<file path="config.mk">
export PLATFORM = sky130hd
export DESIGN_NAME = iq_age_select
export DESIGN_NICKNAME = d
export VERILOG_FILES = /design/src/rtl/iq_pkg.sv /design/src/rtl/iq_entries.sv /design/src/rtl/iq_class_head.sv /design/src/rtl/iq_age_pick.sv /design/src/rtl/iq_occupancy.sv /design/src/rtl/iq_age_select.sv
export SDC_FILE = /design/constraint.sdc
export NUM_CORES = 1
export LEC_CHECK = 0
export BUFFER_PORTS_ARGS = -buffer_cell sky130_fd_sc_hd__buf_2
export CAP_MARGIN = 20
export CORE_MARGIN = 3
export CORE_UTILIZATION = 30
export CTS_CLUSTER_DIAMETER = 80
export DETAILED_ROUTE_END_ITERATION = 6
export HOLD_SLACK_MARGIN = 0.05
export PLACE_DENSITY = 0.42
export SYNTH_ARGS = -nofsm -noshare
export SYNTH_HDL_FRONTEND = slang
export SYNTH_SLANG_ARGS = --single-unit
</file>
<file path="constraint.sdc">
create_clock -name clk -period 55.6 [get_ports clk]
set_input_delay 8.34 -clock clk [delete_from_list [all_inputs] [get_ports clk]]
set_output_delay 8.34 -clock clk [all_outputs]
set_load 0.02 [all_outputs]
</file>
<file path="src/rtl/iq_pkg.sv">
package iq_pkg;
  localparam int SEQ_W = 8;
  localparam int CLS_W = 2;
  localparam int TID_W = 1;

  typedef logic [SEQ_W-1:0] seq_t;

  typedef struct packed {
    seq_t             seq;
    logic [CLS_W-1:0] cls;
    logic [TID_W-1:0] tid;
    logic             nonspec;
    logic             src_rdy;
    seq_t             src_tag;
  } uop_t;

  // smaller sequence number is older
  function automatic logic seq_older(seq_t a, seq_t b);
    return a < b;
  endfunction
endpackage

</file>
<file path="src/rtl/iq_entries.sv">
module iq_entries
  import iq_pkg::*;
#(
  parameter int ENTRIES = 8,
  localparam int IDX_W = $clog2(ENTRIES)
) (
  input  logic                    clk,
  input  logic                    rst_n,
  input  logic                    wr_en,
  input  logic [IDX_W-1:0]        wr_idx,
  input  uop_t                    wr_uop,
  input  logic                    wake_valid,
  input  logic [TID_W-1:0]        wake_tid,
  input  seq_t                    wake_tag,
  input  logic                    rel_valid,
  input  logic [TID_W-1:0]        rel_tid,
  input  seq_t                    rel_seq,
  input  logic [ENTRIES-1:0]      kill,
  input  logic [ENTRIES-1:0]      grant,
  output logic [ENTRIES-1:0]      valid_o,
  output uop_t [ENTRIES-1:0]      uop_o,
  output logic [ENTRIES-1:0]      rdy_o,
  output logic [ENTRIES-1:0]      rel_o,
  output logic [ENTRIES-1:0]      issued_o
);
  logic [ENTRIES-1:0] valid_q, valid_d;
  logic [ENTRIES-1:0] rdy_q, rdy_d;
  logic [ENTRIES-1:0] rel_q, rel_d;
  logic [ENTRIES-1:0] iss_q, iss_d;
  uop_t [ENTRIES-1:0] uop_q;
  logic               wr_woken;

  assign wr_woken = wake_valid && (wr_uop.tid == wake_tid) && (wr_uop.src_tag == wake_tag);

  always_comb begin
    valid_d = valid_q & ~kill;
    rdy_d   = rdy_q;
    rel_d   = rel_q;
    iss_d   = iss_q | grant;
    for (int i = 0; i < ENTRIES; i++) begin
      if (wake_valid && (uop_q[i].tid == wake_tid) && (uop_q[i].src_tag == wake_tag))
        rdy_d[i] = 1'b1;
      if (rel_valid && uop_q[i].nonspec && (uop_q[i].tid == rel_tid) && (uop_q[i].seq == rel_seq))
        rel_d[i] = 1'b1;
    end
    if (wr_en) begin
      valid_d[wr_idx] = 1'b1;
      rdy_d[wr_idx]   = wr_uop.src_rdy | wr_woken;
      rel_d[wr_idx]   = 1'b0;
      iss_d[wr_idx]   = 1'b0;
    end
  end

  always_ff @(posedge clk or negedge rst_n) begin
    if (!rst_n) begin
      valid_q <= '0;
      rdy_q   <= '0;
      rel_q   <= '0;
      iss_q   <= '0;
    end else begin
      valid_q <= valid_d;
      rdy_q   <= rdy_d;
      rel_q   <= rel_d;
      iss_q   <= iss_d;
    end
  end

  // payload: clock-enabled, no reset
  always_ff @(posedge clk) begin
    if (wr_en) uop_q[wr_idx] <= wr_uop;
  end

  assign valid_o  = valid_q;
  assign uop_o    = uop_q;
  assign rdy_o    = rdy_q;
  assign rel_o    = rel_q;
  assign issued_o = iss_q;

  for (genvar g = 0; g < ENTRIES; g++) begin : g_chk
    // the selector never grants an entry a second time
    a_r6_issue_once: assert property (@(posedge clk) disable iff (!rst_n)
      grant[g] |-> (valid_q[g] && !iss_q[g]));
    // an issued entry stays issued until it leaves the queue
    a_r6_issued_sticks: assert property (@(posedge clk) disable iff (!rst_n)
      (grant[g] && !kill[g]) |=> (valid_q[g] && iss_q[g]));
  end
endmodule

</file>
<file path="src/rtl/iq_class_head.sv">
module iq_class_head
  import iq_pkg::*;
#(
  parameter int ENTRIES = 8,
  localparam int IDX_W = $clog2(ENTRIES)
) (
  input  logic [ENTRIES-1:0] elig,
  input  seq_t [ENTRIES-1:0] seqs,
  output logic               found,
  output logic [IDX_W-1:0]   idx,
  output seq_t               seq
);
  always_comb begin
    found = 1'b0;
    idx   = '0;
    seq   = '0;
    for (int i = 0; i < ENTRIES; i++) begin
      if (elig[i] && (!found || seq_older(seqs[i], seq))) begin
        found = 1'b1;
        idx   = IDX_W'(i);
        seq   = seqs[i];
      end
    end
  end
endmodule

</file>
<file path="src/rtl/iq_age_pick.sv">
module iq_age_pick
  import iq_pkg::*;
#(
  parameter int NCLASS  = 3,
  parameter int ENTRIES = 8,
  localparam int IDX_W = $clog2(ENTRIES)
) (
  input  logic [NCLASS-1:0]            hv,
  input  seq_t [NCLASS-1:0]            hseq,
  input  logic [NCLASS-1:0][IDX_W-1:0] hidx,
  output logic                         win_v,
  output logic [IDX_W-1:0]             win_idx,
  output seq_t                         win_seq,
  output logic [CLS_W-1:0]             win_cls
);
  always_comb begin
    win_v   = 1'b0;
    win_idx = '0;
    win_seq = '0;
    win_cls = '0;
    for (int c = 0; c < NCLASS; c++) begin
      if (hv[c] && (!win_v || seq_older(hseq[c], win_seq))) begin
        win_v   = 1'b1;
        win_idx = hidx[c];
        win_seq = hseq[c];
        win_cls = CLS_W'(c);
      end
    end
  end
endmodule

</file>
<file path="src/rtl/iq_occupancy.sv">
module iq_occupancy
  import iq_pkg::*;
#(
  parameter int ENTRIES   = 8,
  parameter int THREADS   = 2,
  parameter int THR_LIMIT = 6,
  localparam int CNT_W = $clog2(ENTRIES + 1)
) (
  input  logic                            clk,
  input  logic                            rst_n,
  input  logic                            add,
  input  logic [TID_W-1:0]                add_tid,
  input  logic [ENTRIES-1:0]              valid_q,
  input  logic [ENTRIES-1:0][TID_W-1:0]   tids,
  input  logic [ENTRIES-1:0]              kill,
  output logic [CNT_W-1:0]                free_total,
  output logic                            full_total,
  output logic [THREADS-1:0][CNT_W-1:0]   thr_free,
  output logic [THREADS-1:0]              thr_full
);
  logic [CNT_W-1:0]              cnt_q, cnt_d, dec;
  logic [THREADS-1:0][CNT_W-1:0] tcnt_q, tcnt_d, tdec;

  always_comb begin
    dec  = '0;
    tdec = '0;
    for (int i = 0; i < ENTRIES; i++) begin
      if (kill[i] && valid_q[i]) begin
        dec = dec + CNT_W'(1);
        for (int t = 0; t < THREADS; t++)
          if (tids[i] == TID_W'(t)) tdec[t] = tdec[t] + CNT_W'(1);
      end
    end
    cnt_d = cnt_q + CNT_W'(add) - dec;
    for (int t = 0; t < THREADS; t++)
      tcnt_d[t] = tcnt_q[t] + CNT_W'(add && (add_tid == TID_W'(t))) - tdec[t];
  end

  always_ff @(posedge clk or negedge rst_n) begin
    if (!rst_n) begin
      cnt_q  <= '0;
      tcnt_q <= '0;
    end else begin
      cnt_q  <= cnt_d;
      tcnt_q <= tcnt_d;
    end
  end

  assign free_total = CNT_W'(ENTRIES) - cnt_q;
  assign full_total = (cnt_q == CNT_W'(ENTRIES));
  for (genvar t = 0; t < THREADS; t++) begin : g_thr
    assign thr_free[t] = CNT_W'(THR_LIMIT) - tcnt_q[t];
    assign thr_full[t] = (tcnt_q[t] >= CNT_W'(THR_LIMIT));
    // a thread never holds more than its limit
    a_r8_thread_cap: assert property (@(posedge clk) disable iff (!rst_n)
      tcnt_q[t] <= CNT_W'(THR_LIMIT));
  end

  // the running count matches the valid entries held by storage
  a_r9_count_tracks: assert property (@(posedge clk) disable iff (!rst_n)
    cnt_q == CNT_W'($countones(valid_q)));
endmodule

</file>
<file path="src/rtl/iq_age_select.sv">
module iq_age_select
  import iq_pkg::*;
#(
  parameter int ENTRIES   = 8,
  parameter int NCLASS    = 3,
  parameter int ISSUE_W   = 2,
  parameter int THREADS   = 2,
  parameter int THR_LIMIT = 6,
  localparam int IDX_W = $clog2(ENTRIES),
  localparam int CNT_W = $clog2(ENTRIES + 1)
) (
  input  logic                       clk,
  input  logic                       rst_n,
  input  logic                       disp_valid,
  input  logic [SEQ_W-1:0]           disp_seq,
  input  logic [CLS_W-1:0]           disp_cls,
  input  logic [TID_W-1:0]           disp_tid,
  input  logic                       disp_nonspec,
  input  logic                       disp_src_rdy,
  input  logic [SEQ_W-1:0]           disp_src_tag,
  output logic                       disp_accept,
  input  logic                       wake_valid,
  input  logic [TID_W-1:0]           wake_tid,
  input  logic [SEQ_W-1:0]           wake_tag,
  input  logic                       rel_valid,
  input  logic [TID_W-1:0]           rel_tid,
  input  logic [SEQ_W-1:0]           rel_seq,
  input  logic                       cmt_valid,
  input  logic [TID_W-1:0]           cmt_tid,
  input  logic [SEQ_W-1:0]           cmt_seq,
  input  logic                       sq_valid,
  input  logic [TID_W-1:0]           sq_tid,
  input  logic [SEQ_W-1:0]           sq_seq,
  output logic [ISSUE_W-1:0]         iss_valid,
  output logic [ISSUE_W*SEQ_W-1:0]   iss_seq,
  output logic [ISSUE_W*CLS_W-1:0]   iss_cls,
  output logic [ISSUE_W*TID_W-1:0]   iss_tid,
  output logic [CNT_W-1:0]           free_total,
  output logic                       full_total,
  output logic [THREADS*CNT_W-1:0]   thr_free,
  output logic [THREADS-1:0]         thr_full
);
  logic [ENTRIES-1:0]            valid_q, rdy_q, rel_q, issued_q;
  uop_t [ENTRIES-1:0]            uop_q;
  seq_t [ENTRIES-1:0]            seq_vec;
  logic [ENTRIES-1:0][TID_W-1:0] tid_vec;
  logic [ENTRIES-1:0]            kill, elig, grant;
  logic [IDX_W-1:0]              alloc_idx;
  logic                          alloc_ok;
  uop_t                          wr_uop;
  logic [THREADS-1:0][CNT_W-1:0] thr_free_w;

  logic [ENTRIES-1:0]            mask    [ISSUE_W+1];
  logic                          win_v   [ISSUE_W];
  logic [IDX_W-1:0]              win_idx [ISSUE_W];
  seq_t                          win_seq [ISSUE_W];
  logic [CLS_W-1:0]              win_cls [ISSUE_W];

  // ---- allocation: lowest free slot ----
  always_comb begin
    alloc_idx = '0;
    alloc_ok  = 1'b0;
    for (int i = 0; i < ENTRIES; i++) begin
      if (!valid_q[i] && !alloc_ok) begin
        alloc_idx = IDX_W'(i);
        alloc_ok  = 1'b1;
      end
    end
  end

  assign disp_accept = disp_valid && alloc_ok && !full_total && !thr_full[disp_tid];

  always_comb begin
    wr_uop.seq     = disp_seq;
    wr_uop.cls     = disp_cls;
    wr_uop.tid     = disp_tid;
    wr_uop.nonspec = disp_nonspec;
    wr_uop.src_rdy = disp_src_rdy;
    wr_uop.src_tag = disp_src_tag;
  end

  // ---- removal by commit and squash, and base eligibility ----
  always_comb begin
    for (int i = 0; i < ENTRIES; i++) begin
      seq_vec[i] = uop_q[i].seq;
      tid_vec[i] = uop_q[i].tid;
      kill[i] = valid_q[i] &&
                ((cmt_valid && (uop_q[i].tid == cmt_tid) && !seq_older(cmt_seq, uop_q[i].seq)) ||
                 (sq_valid  && (uop_q[i].tid == sq_tid)  &&  seq_older(sq_seq,  uop_q[i].seq)));
      elig[i] = valid_q[i] && rdy_q[i] && !issued_q[i] && !kill[i] &&
                (!uop_q[i].nonspec || rel_q[i]);
    end
  end

  iq_entries #(.ENTRIES(ENTRIES)) u_entries (
    .clk        (clk),
    .rst_n      (rst_n),
    .wr_en      (disp_accept),
    .wr_idx     (alloc_idx),
    .wr_uop     (wr_uop),
    .wake_valid (wake_valid),
    .wake_tid   (wake_tid),
    .wake_tag   (wake_tag),
    .rel_valid  (rel_valid),
    .rel_tid    (rel_tid),
    .rel_seq    (rel_seq),
    .kill       (kill),
    .grant      (grant),
    .valid_o    (valid_q),
    .uop_o      (uop_q),
    .rdy_o      (rdy_q),
    .rel_o      (rel_q),
    .issued_o   (issued_q)
  );

  // ---- select: per-slot class heads, then global age pick ----
  assign mask[0] = elig;

  for (genvar s = 0; s < ISSUE_W; s++) begin : g_slot
    logic [NCLASS-1:0]            hv;
    seq_t [NCLASS-1:0]            hseq;
    logic [NCLASS-1:0][IDX_W-1:0] hidx;

    for (genvar c = 0; c < NCLASS; c++) begin : g_cls
      logic [ENTRIES-1:0] cls_elig;
      always_comb begin
        for (int i = 0; i < ENTRIES; i++)
          cls_elig[i] = mask[s][i] && (uop_q[i].cls == CLS_W'(c));
      end
      iq_class_head #(.ENTRIES(ENTRIES)) u_head (
        .elig  (cls_elig),
        .seqs  (seq_vec),
        .found (hv[c]),
        .idx   (hidx[c]),
        .seq   (hseq[c])
      );
    end

    iq_age_pick #(.NCLASS(NCLASS), .ENTRIES(ENTRIES)) u_pick (
      .hv      (hv),
      .hseq    (hseq),
      .hidx    (hidx),
      .win_v   (win_v[s]),
      .win_idx (win_idx[s]),
      .win_seq (win_seq[s]),
      .win_cls (win_cls[s])
    );

    assign mask[s+1] = mask[s] & ~({{(ENTRIES-1){1'b0}}, win_v[s]} << win_idx[s]);

    assign iss_valid[s]                 = win_v[s];
    assign iss_seq[s*SEQ_W +: SEQ_W]    = win_seq[s];
    assign iss_cls[s*CLS_W +: CLS_W]    = win_cls[s];
    assign iss_tid[s*TID_W +: TID_W]    = uop_q[win_idx[s]].tid;

    // a slot never carries an entry that the current squash removes
    a_r7_squash_blocks: assert property (@(posedge clk) disable iff (!rst_n)
      (sq_valid && iss_valid[s] && (iss_tid[s*TID_W +: TID_W] == sq_tid))
        |-> !seq_older(sq_seq, iss_seq[s*SEQ_W +: SEQ_W]));
    // a slot never carries an entry that the current commit retires
    a_r6_commit_blocks: assert property (@(posedge clk) disable iff (!rst_n)
      (cmt_valid && iss_valid[s] && (iss_tid[s*TID_W +: TID_W] == cmt_tid))
        |-> seq_older(cmt_seq, iss_seq[s*SEQ_W +: SEQ_W]));
    if (s > 0) begin : g_order
      // later slots are younger and only used behind earlier ones
      a_r2_slot_order: assert property (@(posedge clk) disable iff (!rst_n)
        iss_valid[s] |-> (iss_valid[s-1] &&
          seq_older(iss_seq[(s-1)*SEQ_W +: SEQ_W], iss_seq[s*SEQ_W +: SEQ_W])));
    end
  end

  always_comb begin
    grant = '0;
    for (int s = 0; s < ISSUE_W; s++)
      if (win_v[s]) grant[win_idx[s]] = 1'b1;
  end

  // ---- occupancy ----
  iq_occupancy #(.ENTRIES(ENTRIES), .THREADS(THREADS), .THR_LIMIT(THR_LIMIT)) u_occ (
    .clk        (clk),
    .rst_n      (rst_n),
    .add        (disp_accept),
    .add_tid    (disp_tid),
    .valid_q    (valid_q),
    .tids       (tid_vec),
    .kill       (kill),
    .free_total (free_total),
    .full_total (full_total),
    .thr_free   (thr_free_w),
    .thr_full   (thr_full)
  );

  for (genvar t = 0; t < THREADS; t++) begin : g_tf
    assign thr_free[t*CNT_W +: CNT_W] = thr_free_w[t];
  end

  for (genvar g = 0; g < ENTRIES; g++) begin : g_gchk
    // only entries with a ready source are granted
    a_r4_grant_ready: assert property (@(posedge clk) disable iff (!rst_n)
      grant[g] |-> rdy_q[g]);
    // a non-speculative entry is granted only after its release
    a_r5_nonspec_held: assert property (@(posedge clk) disable iff (!rst_n)
      (grant[g] && uop_q[g].nonspec) |-> rel_q[g]);
  end

  // a full queue refuses dispatch
  a_r8_full_refuse: assert property (@(posedge clk) disable iff (!rst_n)
    full_total |-> !disp_accept);
endmodule

</file>
==> results of run 1 <==
-- sequential cells by signal, summed over array words and instances, names as in the netlist --
signal	flops
u_entries.issued_o	8
u_entries.uop_o	160
u_entries.valid_o	8
u_occ.cnt_q	4
u_entries.rdy_o	8
u_occ.tcnt_q	8
u_entries.rel_o	8
-- placed cells by master (no fill, tap or decap), types with 42 or more instances in the layout --
cell type | synthesis | routed
o21ai_0 | 224 | 210
xor2_1 | 102 | 102
ha_1 | 478 | 478
nor3_1 | 55 | 55
nand3_1 | 92 | 92
nand4_1 | 63 | 63
nor2_1 | 260 | 252
inv_1 | 292 | 291
a21o_1 | 97 | 96
buf_2 | 21 | 103
a21oi_1 | 298 | 293
nor2b_1 | 42 | 42
nand2b_1 | 63 | 62
xnor2_1 | 128 | 128
edfxtp_1 | 160 | 160
nand2_1 | 272 | 269
mux2_2 | 65 | 65
dfrtp_1 | 44 | 44
buf_4 | 8 | 132
mux2i_1 | 89 | 89
-- cell families after synthesis --
logic type | after synthesis | share of synthesized area (%)
AO/OA/AOI/OAI | 998 | 22.2
XOR/XNOR | 230 | 6.87
multiplexers | 157 | 5.69
AND/OR/NAND/NOR | 1080 | 18.8
flip-flops | 204 | 20.1
adder cells (fa/ha/maj) | 481 | 20.6
buffers and inverters | 425 | 5.73
-- timing repair --
action	in CTS	in global routing
buffers inserted	0	21
gates resized for setup	0	51
setup endpoints to repair	0	11
-- cells in the mapped netlist, types with 9 or more instances --
| cell | instances |
|---|---|
| ha_1 | 478 |
| a21oi_1 | 298 |
| inv_1 | 292 |
| nand2_1 | 272 |
| nor2_1 | 260 |
| o21ai_0 | 224 |
| edfxtp_1 | 160 |
| xnor2_1 | 128 |
| xor2_1 | 102 |
| a21o_1 | 97 |
| nand3_1 | 92 |
| clkbuf_1 | 91 |
| mux2i_1 | 89 |
| mux2_2 | 65 |
| nand2b_1 | 63 |
| nand4_1 | 63 |
| nor3_1 | 55 |
| dfrtp_1 | 44 |
| nor2b_1 | 42 |
| a211oi_1 | 39 |
| nor4_1 | 39 |
| and3_1 | 36 |
| o21a_1 | 36 |
| o211ai_1 | 30 |
| a31oi_1 | 29 |
| and2_1 | 26 |
| buf_2 | 21 |
| or3_1 | 20 |
| a211o_1 | 18 |
| and4_1 | 18 |
| o21ai_1 | 17 |
| o22ai_1 | 16 |
| or2_2 | 16 |
| nand3b_1 | 13 |
| o21bai_1 | 13 |
| a2111oi_0 | 11 |
| nand4b_1 | 10 |
| o2111ai_1 | 10 |
| a41oi_1 | 9 |
| o31ai_1 | 9 |
-- critical path, delay by kind of cell --
family | cells | cell delay (ns)
buf+inv | 20 | 3.16
simple gates | 48 | 7.10
compound gates | 82 | 17.61
fa+ha+maj | 19 | 5.53
mux | 8 | 2.52
-- final cells by class --
cell class,instances,area (sq um)
inverters,295,1120
repair buffers,237,1530
clock inverters,13,159
clock buffers,23,522
fillers,10300,64100
multi-input cells,2946,22000
diodes,3,7.51
flip-flops and latches,204,5910
well taps,1276,1600
-- power by group through the flow --
| stage | clock network, mW | logic [mW] | registers (mW) |
|---|---|---|---|
| after detailed placement | 0 | 0.276 | 0.205 |
| after global routing | 0.154 | 0.310 | 0.203 |
| final | 0.145 | 0.278 | 0.202 |
| after global placement | 0 | 0.277 | 0.205 |
| after CTS | 0.149 | 0.278 | 0.202 |
| after floorplan | 0 | 0.193 | 0.196 |
-- worst paths after layout --
| path | slack [ns] | cells past startpoint | start | to |
|---|---|---|---|---|
| hold / removal | 0.50 | 2 | u_entries.rel_o[6] | u_entries.rel_o[6] |
| max in group asynchronous | 47.17 | 2 | rst_n | u_entries.issued_o[3] |
| setup / recovery | 2.84 | 177 | cmt_seq[1] | iss_tid[1] |
| min in group asynchronous | 7.96 | 2 | rst_n | u_occ.cnt_q[3] |
| hold reg to reg | 0.50 | 2 | u_entries.rel_o[6] | u_entries.rel_o[6] |
| setup reg to reg | 19.03 | 175 | u_entries.uop_o[20] | u_entries.issued_o[6] |
-- metal layers --
layer | GRT usage (%) | part of all wire [%]
met4 | 4.20 | 1.8
met5 | 0 | 0.031
met2 | 42.1 | 49
met3 | 1.49 | 4.4
met1 | 31.8 | 45
==> qor.yml, run 1 <==
synthesis:
  synthTopCellsByArea: "ha_1 20%, edfxtp_1 16%, a21oi_1 5.1%"
  async_flop_share_pct: 21.6
  syn_avg_cell_area_sq_um: 8.20
  ys.flop_type: "edfxtp_1"
  synth_warnings: 0
  synth_top_cell_by_area: "ha_1"
  netlist_area_sq_um: 29300
  synth_top_area_share_pct: 20.4
  syn_inst: 3575
  ys_types: 126
  synth-edff-count: 160
  synth_nets: 4120
  ys_seq_elements: 204
  seq_area_frac_synth_pct: 20.1
power:
  max-vdd-ir-drop_mv: 0.0398
  p_int_uw: 370
  sequentialPowerShare_pct: 32.3
  p_total_uw: 625
  leakagePower_nw: 13.7
  p_switching_uw: 255
  sw_frac_of_total_pct: 40.8
  power_frac_comb_pct: 44.5
  powerDensity_nw_per_um2: 19.1
  power.clock.fraction_pct: 23.2
clock_network:
  tritoncts: "built"
  cts.clk_slew.worst_paths_ns: 0.06
  clk_latency_ns: 0.51
  cts_buffer_depth: 3
  clockRootBuffer: "clkbuf_16"
  cts_hold_buf: 0
  cts_sinks: 204
  cts_max_level: 1
  cts_buffers: 20
worst_setup_path:
  critPathSlowestCell: "o21ai_0"
  end_kind: "output port"
  worst_setup_path_start_kind: "input port"
  arrival_ns: 44.42
  max_stage_delay_ns: 0.51
  critPathMaxFanout: 19
  cp_data_required_time_ns: 47.26
  cp_common_cell: "a21oi_1"
  path_class: "in2out"
timing:
  worst_slack_ns: 2.84
  period_minus_slack_ns: 52.76
  whs_ns: 0.499
  drv_slew: 0
  setup_violations: 0
  setup-tns-final_ns: 0
  tightest_slew_ns: 1.10
  max_freq_ghz: 0.0190
  fin_skew_ns: 0.0113
  slew-limit-headroom_pct: 26.6
  min_period_over_period_pct: 94.9
  hold_viol: 0
route:
  first_pass_iters: 6
  num_vias: 27600
  antenna_left: 0
  viasPerCell: 5.53
  drt_iter0_markers: 2094
  wirelength_mm: 124
  wl_per_cell_um: 24.9
  route.detailed.drc: 0
floorplan:
  core_area_sq_um: 96900
  ios: 104
  rows: 114
  die_h_um: 319
  start_util_pct: 30.3
  dieArea_sq_um: 102000
  die_x_um: 319
placed_design:
  dp_hpwl_mm: 103
  io_buffers: 103
  place_congestion: 0.944
  post-place-ws_ns: 0.617
  dp_cells: 4935
  placed_area_sq_um: 31800
final_layout:
  final_cell_area_sq_um: 32800
  nets: 4249
  drive_gt1_share_pct: 12.2
  utilization_pct: 33.9
  area_growth_pct: 11.8
  final_cells: 4997
global_routing:
  grt_max_degree: 45
  grt_pass1_wl_mm: 181
  gr-total-overflow: 0
  grtUsageTotal_pct: 23.7
  antenna_found_initial: 4
  grt_pass1_vias: 27200
job:
  maxCapViolations: 0
status:
  status: "finished, final reports clean"
worst_hold_path:
  holdCritPathClass: "reg2reg"
No activity file was read; power rests on OpenSTA's default activity.
==> run 2: changes to the inputs <==
ABC_AREA = 0   (was not set)
PLACE_DENSITY = 0.47   (was 0.42)
==> qor.yml, run 2 (same netlist as run 1, synthesis figures left out) <==
power:
  leakagePower_nw: 13.6
  max-vdd-ir-drop_mv: 0.0338
  powerDensity_nw_per_um2: 19.0
final_layout:
  final_common_cell: "ha_1"
  drive_gt1_share_pct: 11.8
  area_growth_pct: 11.4
  fillers: 10200
  nets: 4234
  layout_common_cells: "478 x ha_1, 292 x a21oi_1, 291 x inv_1"
  largest_reg_flops: 160
timing:
  max_freq_ghz: 0.0191
  fin_skew_ns: 0.0162
  whs_ns: 0.504
  rsz0062_at_grt: "no"
  hold_viol: 0
  period_minus_slack_ns: 52.46
  min_period_over_period_pct: 94.4
  slew-limit-headroom_pct: 21.0
  setup_violations: 0
  setup-tns-final_ns: 0
  tightest_slew_ns: 1.18
  drv_slew: 0
clock_network:
  clk_latency_ns: 0.51
  clockRootBuffer: "clkbuf_16"
  cts_max_level: 1
  cts_buffers: 19
  cts_buffer_depth: 3
  tritoncts: "built"
  cts_hold_buf: 0
  cts_sinks: 204
  cts.clk_slew.worst_paths_ns: 0.07
global_routing:
  grt_max_degree: 45
  grt_pass1_vias: 26900
  grt_pass1_wl_mm: 174
  antenna_found_initial: 11
  gr-total-overflow: 0
  grtUsageTotal_pct: 22.7
worst_setup_path:
  critPathSlowestCell: "a2111oi_1"
  path_class: "in2out"
  critPathMaxFanout: 24
  r2r-end: "u_entries.issued_o[6]"
  worst_setup_path_start_kind: "input port"
  reg2reg_depth: 171
  arrival_ns: 44.12
  max_stage_delay_ns: 0.57
  reg2reg_from: "u_entries.uop_o[14]"
  r2r_slack_ns: 19.25
  end_kind: "output port"
  cp_common_cell: "a21oi_1"
  cp_data_required_time_ns: 47.26
worst_hold_path:
  min_delay_worst_endpoint: "u_entries.rel_o[6]"
  worstHoldStart: "u_entries.rel_o[6]"
  holdCritPathClass: "reg2reg"
  hold_depth: 2
floorplan:
  start_util_pct: 30.3
  ios: 104
  dieArea_sq_um: 102000
  rows: 114
  die_h_um: 319
  die_x_um: 319
  core_area_sq_um: 96900
route:
  route.detailed.drc: 0
  viasPerCell: 5.57
  drt_iter0_markers: 2005
  wirelength_mm: 119
  dr_wl_met3_mm: 5.42
  m1WireLength_mm: 54.3
  num_vias: 27700
  first_pass_iters: 5
  antenna_left: 0
  wl_per_cell_um: 23.9
  top_layer_used: "met5"
  wl_met2_mm: 56.3
placed_design:
  io_buffers: 103
  dp_hpwl_mm: 98.8
  place_congestion: 0.974
job:
  maxCapViolations: 0
status:
  status: "finished, final reports clean"
==> run 2: worst max path at each step <==
stage,start,to,depth (start not counted)
after floorplan,cmt_seq[1],iss_tid[1],193
after global placement,cmt_seq[1],iss_tid[1],176
after detailed placement,cmt_seq[1],iss_tid[1],177
after CTS,cmt_seq[1],iss_tid[1],180
after global routing,cmt_seq[1],iss_tid[1],187
final,cmt_seq[1],iss_tid[1],173
==> run 2: where the power goes <==
part	switching (mW)	internal [mW]
sequential	0.0222	0.183
combinational	0.168	0.104
clock	0.0598	0.0820
total	0.250	0.369
==> run 2: per-layer routing <==
layer	global-route usage (%)	vias to the layer above
met5	0	-
met4	4.80	8
met3	1.72	148
met2	39.3	755
met1	30.8	13400
li1	-	13400
==> run 2: what timing repair did <==
item,in CTS,in global routing
endpoints found under the hold margin,0,0
endpoints found under the setup margin,0,11
setup buffers,0,16
gates resized for setup,0,42
==> run 2: worst max-delay path, delay by kind of cell <==
family / cells / cell delay (ns)
compound gates: 84 / 18.44
simple gates: 47 / 7.18
fa+ha+maj: 18 / 5.51
mux: 8 / 2.57
buf+inv: 16 / 1.95
==> run 2: cell type report <==
| class | instances | area [sq um] | share of cell area [%] |
|---|---|---|---|
| well taps | 1276 | 1600 | 4.89 |
| clock inverters | 10 | 141 | 0.433 |
| flip-flops and latches | 204 | 5910 | 18.1 |
| diodes | 2 | 5.00 | 0.0153 |
| clock buffers | 24 | 526 | 1.61 |
| multi-input cells | 2946 | 21900 | 67.2 |
| inverters | 295 | 1120 | 3.42 |
| repair buffers | 223 | 1430 | 4.39 |
==> run 2: stage by stage <==
step / total power [mW] / instance area (sq um) / setup slack [ns] / std cells / util, %
6_report: 0.619 / 32700 / 3.14 / 4980 / 33.7
4_1_cts: 0.624 / 32400 / 0.990 / 4959 / 33.4
3_5_place_dp: 0.479 / 31700 / 1.14 / 4925 / 32.7
3_3_place_gp: 0.479 / 31700 / 1.21 / 4923 / 32.7
2_1_floorplan: 0.388 / 29300 / 5.37 / 3575 / -
5_1_grt: 0.661 / 32700 / 0.0452 / 4978 / 33.7
